==> src/rtl/regmap_pkg.sv <==
package regmap_pkg;
  typedef enum logic [1:0] {K_RW, K_RO, K_WO, K_NONE} kind_e;
endpackage

==> src/rtl/regmap_decode.sv <==
module regmap_decode
  import regmap_pkg::*;
#(
  parameter int ADDR_W     = 8,
  parameter int COMMON_TOP = 'h40,
  parameter int SUB_TOP    = 'h9C,
  parameter int RO_LO      = 'h10,
  parameter int RO_HI      = 'h13,
  parameter int WO_LO      = 'h20,
  parameter int WO_HI      = 'h23
) (
  input  logic [ADDR_W-1:0] addr,
  input  logic              split,
  output kind_e             kind,
  output logic              sub_sel
);
  logic common;

  always_comb begin
    common  = addr < ADDR_W'(COMMON_TOP);
    sub_sel = !common && split;
    kind    = K_RW;
    if (common) begin
      if (addr >= ADDR_W'(RO_LO) && addr <= ADDR_W'(RO_HI))      kind = K_RO;
      else if (addr >= ADDR_W'(WO_LO) && addr <= ADDR_W'(WO_HI)) kind = K_WO;
    end else if (split && addr > ADDR_W'(SUB_TOP)) begin
      kind = K_NONE;
    end
  end
endmodule

==> src/rtl/regmap_ptr.sv <==
module regmap_ptr #(
  parameter int ADDR_W = 8
) (
  input  logic              clk,
  input  logic              rst,
  input  logic              txn_start,
  input  logic              txn_stop,
  input  logic              wr_en,
  input  logic [ADDR_W-1:0] wr_addr_byte,
  input  logic              rd_en,
  output logic [ADDR_W-1:0] ptr,
  output logic              data_wr,
  output logic              data_rd
);
  logic active, expect_ptr;

  assign data_wr = wr_en && active && !expect_ptr;
  assign data_rd = rd_en && active;

  always_ff @(posedge clk) begin
    if (rst) begin
      active     <= 1'b0;
      expect_ptr <= 1'b0;
      ptr        <= '0;
    end else if (txn_start) begin
      active     <= 1'b1;
      expect_ptr <= 1'b1;
    end else if (txn_stop) begin
      active     <= 1'b0;
      expect_ptr <= 1'b0;
    end else if (wr_en && active && expect_ptr) begin
      ptr        <= wr_addr_byte;
      expect_ptr <= 1'b0;
    end else if (data_wr || data_rd) begin
      ptr <= ptr + 1'b1;
    end
  end


  ptr_load_chk: assert property (@(posedge clk) disable iff (rst)
    (wr_en && active && expect_ptr && !txn_start && !txn_stop) |=> (ptr == $past(wr_addr_byte)));


  ptr_step_chk: assert property (@(posedge clk) disable iff (rst)
    ((data_wr || data_rd) && !txn_start && !txn_stop) |=> (ptr == $past(ptr) + 1'b1));
endmodule

==> src/rtl/regmap_store.sv <==
module regmap_store #(
  parameter int DATA_W = 8,
  parameter int IDX_W  = 9
) (
  input  logic              clk,
  input  logic              we,
  input  logic [IDX_W-1:0]  idx,
  input  logic [DATA_W-1:0] wdata,
  input  logic              re,
  output logic [DATA_W-1:0] q
);
  localparam int DEPTH = 2 ** IDX_W;

  logic [DATA_W-1:0] mem [DEPTH];

  always_ff @(posedge clk) begin
    if (we) mem[idx] <= wdata;
    if (re) q <= mem[idx];
  end
endmodule

==> src/rtl/regmap_ctrl.sv <==
module regmap_ctrl
  import regmap_pkg::*;
#(
  parameter int ADDR_W     = 8,
  parameter int DATA_W     = 8,
  parameter int COMMON_TOP = 'h40,
  parameter int SUB_TOP    = 'h9C,
  parameter int SPLIT_ADDR = 'h0E,
  parameter int SPLIT_BIT  = 5,
  parameter int RO_LO      = 'h10,
  parameter int RO_HI      = 'h13,
  parameter int WO_LO      = 'h20,
  parameter int WO_HI      = 'h23,
  parameter int ID_BASE    = 'hA0
) (
  input  logic              clk,
  input  logic              rst,
  input  logic              txn_start,
  input  logic              txn_stop,
  input  logic              wr_en,
  input  logic [DATA_W-1:0] wr_data,
  input  logic              rd_en,
  output logic              rd_valid,
  output logic [DATA_W-1:0] rd_data
);
  localparam int IDX_W = ADDR_W + 1;

  logic [ADDR_W-1:0] ptr;
  logic              data_wr, data_rd, sub_sel, split_en, mem_we;
  kind_e             kind, kind_q;
  logic [DATA_W-1:0] ro_val, ro_q, mem_q;

  regmap_ptr #(.ADDR_W(ADDR_W)) u_ptr (
    .clk(clk), .rst(rst), .txn_start(txn_start), .txn_stop(txn_stop),
    .wr_en(wr_en), .wr_addr_byte(wr_data[ADDR_W-1:0]), .rd_en(rd_en),
    .ptr(ptr), .data_wr(data_wr), .data_rd(data_rd)
  );

  regmap_decode #(
    .ADDR_W(ADDR_W), .COMMON_TOP(COMMON_TOP), .SUB_TOP(SUB_TOP),
    .RO_LO(RO_LO), .RO_HI(RO_HI), .WO_LO(WO_LO), .WO_HI(WO_HI)
  ) u_dec (
    .addr(ptr), .split(split_en), .kind(kind), .sub_sel(sub_sel)
  );

  assign mem_we = data_wr && (kind == K_RW || kind == K_WO);
  assign ro_val = DATA_W'(ID_BASE) + DATA_W'(ptr - ADDR_W'(RO_LO));

  regmap_store #(.DATA_W(DATA_W), .IDX_W(IDX_W)) u_store (
    .clk(clk), .we(mem_we), .idx({sub_sel, ptr}), .wdata(wr_data),
    .re(data_rd), .q(mem_q)
  );

  always_ff @(posedge clk) begin
    if (rst) begin
      split_en <= 1'b0;
      rd_valid <= 1'b0;
      kind_q   <= K_NONE;
      ro_q     <= '0;
    end else begin
      rd_valid <= data_rd;
      if (data_wr && ptr == ADDR_W'(SPLIT_ADDR)) split_en <= wr_data[SPLIT_BIT];
      if (data_rd) begin
        kind_q <= kind;
        ro_q   <= ro_val;
      end
    end
  end

  always_comb begin
    case (kind_q)
      K_RW:    rd_data = mem_q;
      K_RO:    rd_data = ro_q;
      default: rd_data = '0;
    endcase
  end


  rd_lat_chk: assert property (@(posedge clk) disable iff (rst)
    rd_valid |-> $past(rd_en));


  unimpl_drop_chk: assert property (@(posedge clk) disable iff (rst)
    (split_en && data_wr && ptr > ADDR_W'(SUB_TOP)) |-> !mem_we);


  ro_nowrite_chk: assert property (@(posedge clk) disable iff (rst)
    (data_wr && ptr >= ADDR_W'(RO_LO) && ptr <= ADDR_W'(RO_HI)) |-> !mem_we);


  split_upd_chk: assert property (@(posedge clk) disable iff (rst)
    (data_wr && ptr == ADDR_W'(SPLIT_ADDR)) |=> (split_en == $past(wr_data[SPLIT_BIT])));
endmodule

==> config.mk <==
export PLATFORM = sky130hd
export DESIGN_NAME = regmap_ctrl
export DESIGN_NICKNAME = d
export VERILOG_FILES = /design/src/rtl/regmap_pkg.sv /design/src/rtl/regmap_decode.sv /design/src/rtl/regmap_ptr.sv /design/src/rtl/regmap_store.sv /design/src/rtl/regmap_ctrl.sv
export SDC_FILE = /design/constraint.sdc
export NUM_CORES = 2
export LEC_CHECK = 0
export ABC_AREA = 1
export BUFFER_PORTS_ARGS = -buffer_cell sky130_fd_sc_hd__buf_2
export CELL_PAD_IN_SITES_DETAIL_PLACEMENT = 1
export CELL_PAD_IN_SITES_GLOBAL_PLACEMENT = 1
export CORE_ASPECT_RATIO = 0.6
export CORE_MARGIN = 5
export CORE_UTILIZATION = 48
export CTS_BUF_LIST = sky130_fd_sc_hd__clkbuf_8
export DETAILED_ROUTE_END_ITERATION = 10
export HOLD_SLACK_MARGIN = 0.15
export MAX_ROUTING_LAYER = met4
export PLACE_DENSITY_LB_ADDON = 0.1
export SLEW_MARGIN = 30
export SYNTH_ARGS = -nofsm -noshare
export SYNTH_HDL_FRONTEND = slang
export SYNTH_SLANG_ARGS = --single-unit
==> constraint.sdc <==
create_clock -name clk -period 3.6 [get_ports clk]
set_clock_uncertainty 0.15 [all_clocks]
set_input_delay 0.54 -clock clk [delete_from_list [all_inputs] [get_ports clk]]
set_output_delay 0.54 -clock clk [all_outputs]
set_load 0.05 [all_outputs]
==> qor.yml <==
worst_setup_path:
  end_kind: "register"
  cp_max_fo: 140
  cp-start-kind: "register"
  ff2ff_path_depth: 15
  crit_type: "register to register"
  cp_data_required_time_ns: 4.27
  cp.arrival_ns: 4.39
die:
  die_height_um: 440
  initial_core_util_pct: 48.1
  row_count: 158
  die_w_um: 727
  die_area_mm2: 0.320
  core_mm2: 0.308
  num_io_pins: 23
logic_synthesis:
  seq_area_frac_synth_pct: 73.1
  synth_top_family_by_area: "simple AND/OR/NAND/NOR gates"
  yosysMostFrequentCell: "edfxtp_1"
  ys_seq_elements: 3614
  async_flop_share_pct: 0
  synth_area_leaders: "edfxtp_1 73%, nand2_1 8.3%, nor2_1 6.1%"
  synth-xor-area-share_pct: 0
  yosysTopAreaCellShare_pct: 72.8
  yosys_warnings: 0
  synth_cells: 13200
  synth_simple_gate_area_share_pct: 17.8
  ys_top_cells_by_count: "3592 x edfxtp_1, 3291 x nand2_1, 2410 x nor2_1"
  synth_mux_area_share_pct: 0
  syn-cell-area_mm2: 0.148
  syn_avg_cell_area_um2: 11.2
  synth_edf_count: 3592
  synth.distinct_cells: 34
  synth_fa_ha_area_share_pct: 0.0844
  post-synth-top-area-cell: "edfxtp_1"
  synth-compound-area-share_pct: 5.34
  synthFlopType: "edfxtp_1"
global_routing:
  grt_start_max_net_pins: 141
  grt_use_met2_pct: 44.6
  first_global_vias: 107000
  grt_pass1_wl_mm: 727
  track_usage_pct: 31.6
  global_route.usage.met1_pct: 46.3
  grt-busiest-layer: "met1"
  grt-ovfl-total: 0
  antenna_found_initial: 38
  use_met3_pct: 6.46
clocking:
  path_clk_slew_ns: 0.07
  cts_made_buffers: 551
  clk_path_buf_depth: 4
  clk_latency_ns: 1.09
  cts_tree: "built"
  root_buffer: "clkbuf_8"
  cts.sinks: 3614
  cts_max_level: 6
route:
  drc: 0
  vias_per_cell: 5.72
  first_pass_iters: 6
  ant_nets: 0
  drtIter0Drc: 12900
  vias: 106000
  wirelength_mm: 502
  wl_per_cell_um: 27.1
hold_path:
  hold_path_class: "primary input to register"
  worstHoldPathCells: 3
placed_design:
  io_buffers: 22
  place_hpwl_mm: 309
  place.gp.congestion: 0.916
timing:
  fin_crit_sh_pct: 104
  rsz0062_at_grt: "yes"
  maxSlewHeadroom_pct: 29.1
  max_freq_mhz: 268
  setup_ws_ns: -0.126
  worst_pin_slew_ns: 1.06
  whs_ns: 0.274
  setup_viol: 15
  drv_slew: 0
  hold_viol_final: 0
  period_needed_ns: 3.73
power:
  p_comb_share_pct: 4.6
  leakage_nw: 63.1
  p_int_mw: 62.5
  share_clk_of_total_power_pct: 38.2
  p_sw_mw: 19.4
  p_per_area_mw_per_mm2: 486
  switching_share_pct: 23.7
  seq_power_share_pct: 57.3
  vdd_drop_max_mv: 0.334
status:
  violations: "negative setup slack"
  status: "complete, but fails checks"
finish:
  synthToLayoutAreaGrowth_pct: 13.8
  drive_gt1_share_pct: 9.15
  nNetsFinal: 14100
  final_core_util_pct: 54.7
job:
  maxCapViolations: 0
[flip-flops by register name, summed over array words and instances (netlist names)]
name,cells
rd_valid,1
u_store.q,8
u_store.mem,3584
kind_q,2
u_ptr.active,1
u_ptr.ptr,8
ro_q,8
split_en,1
u_ptr.expect_ptr,1
[path summary, 6_finish.rpt]
path	from	end	slack, ns
worst max-delay path	u_ptr.ptr[0]$_SDFFE_PP0P_	u_store.q[2]$_DFFE_PP_	-0.13
worst min register to register	ro_q[5]$_SDFFE_PP0P_	ro_q[5]$_SDFFE_PP0P_	0.34
worst max register to register	u_ptr.ptr[0]$_SDFFE_PP0P_	u_store.q[2]$_DFFE_PP_	-0.13
worst min-delay path	rst	u_ptr.ptr[7]$_SDFFE_PP0P_	0.27
[area by class of cell]
cell class | count | area (µm²)
Antenna cell | 14 | 35.0
Clock buffer | 575 | 7910
Clock inverter | 363 | 1570
Fill cell | 32500 | 140000
Inverter | 530 | 2020
Multi-Input combinational cell | 8754 | 36700
Sequential cell | 3614 | 108000
Tap cell | 4080 | 5100
Timing Repair Buffer | 606 | 6940
[critical path: stages (launching register included)]
cell and delay [ns]:
dfxtp_4 0.52, clkinv_8 0.18, buf_12 0.20, buf_12 0.23, o21ai_0 0.33, nand2_1 0.10, nand2_1 0.07, nand2_1 0.13
nor2_1 0.20, nor2_1 0.08, nor2_2 0.31, nand2_1 0.22, nand2_1 0.22, nand2_1 0.10, nor2_1 0.16, nor2_1 0.07
[metal layers]
layer,vias up,routed length (µm)
met5,-,0
met4,0,14600
met3,777,51700
met2,4988,215000
met1,54000,221000
li1,46300,-
[cells in the final DEF (no fill, tap or decap), types with 3 or more instances in the layout]
master,n
dfxtp_1,18
inv_6,8
inv_8,5
clkinvlp_4,18
buf_6,9
o21ai_0,1168
buf_4,377
dlygate4sd3_1,19
buf_2,14
clkinv_1,116
conb_1,512
clkbuf_8,575
nor2_4,6
nand4_1,13
inv_1,708
nand2_2,7
nand3_4,14
nor2_1,2358
o22ai_1,84
buf_16,6
nand3_2,6
nand3b_1,11
diode_2,14
clkbuf_16,3
ha_1,10
clkinv_2,28
nand3_1,930
inv_2,6
dfxtp_4,4
nor2_2,48
buf_12,168
buf_8,9
o211ai_1,11
a21oi_1,258
nand2_1,3285
o21ai_1,18
edfxtp_1,3592
[cells by family (layout without fill, tap and decap cells)]
family	after synthesis	count (layout)
and+or+nand+nor	6683	6683
DFF	3614	3614
AOI/OAI and AO/OA	1549	1549
buffers and inverters	1322	2074
adders and majority gates	10	10
other	1	526
[per-stage QoR]
step / instance area, µm² / TNS [ns] / total power [mW] / worst slack [ns] / std cells
6_report: 169000 / -0.295 / 82.0 / -0.126 / 18500
5_1_grt: 169000 / -0.0350 / 84.8 / -0.0174 / 18500
4_1_cts: 168000 / -0.000846 / 82.3 / -0.000846 / 18500
3_5_place_dp: 158000 / -3.00 / 51.5 / -0.171 / 17600
3_3_place_gp: 158000 / -0.999 / 51.3 / -0.341 / 17600
2_1_floorplan: 150000 / 0 / 49.5 / 0.188 / 13700
[power groups by stage]
stage	combinational, mW	sequential, mW	clock, mW
6_report	3.76	46.9	31.3
5_1_grt	4.07	46.9	33.8
4_1_cts	3.68	46.9	31.7
3_5_place_dp	3.64	47.8	0
3_3_place_gp	3.53	47.8	0
2_1_floorplan	1.70	47.8	0
[timing repair]
| item | in CTS | in global routing |
|---|---|---|
| gates cloned | 0 | 3 |
| setup buffers | 0 | 10 |
| hold buffers | 19 | 0 |
| hold endpoints to repair | 2205 | 0 |
| endpoints found under the setup margin | 71 | 332 |
| pin swaps | 2 | 2 |
| gates resized for setup | 32 | 54 |
Power figures use the tool's default switching activity.
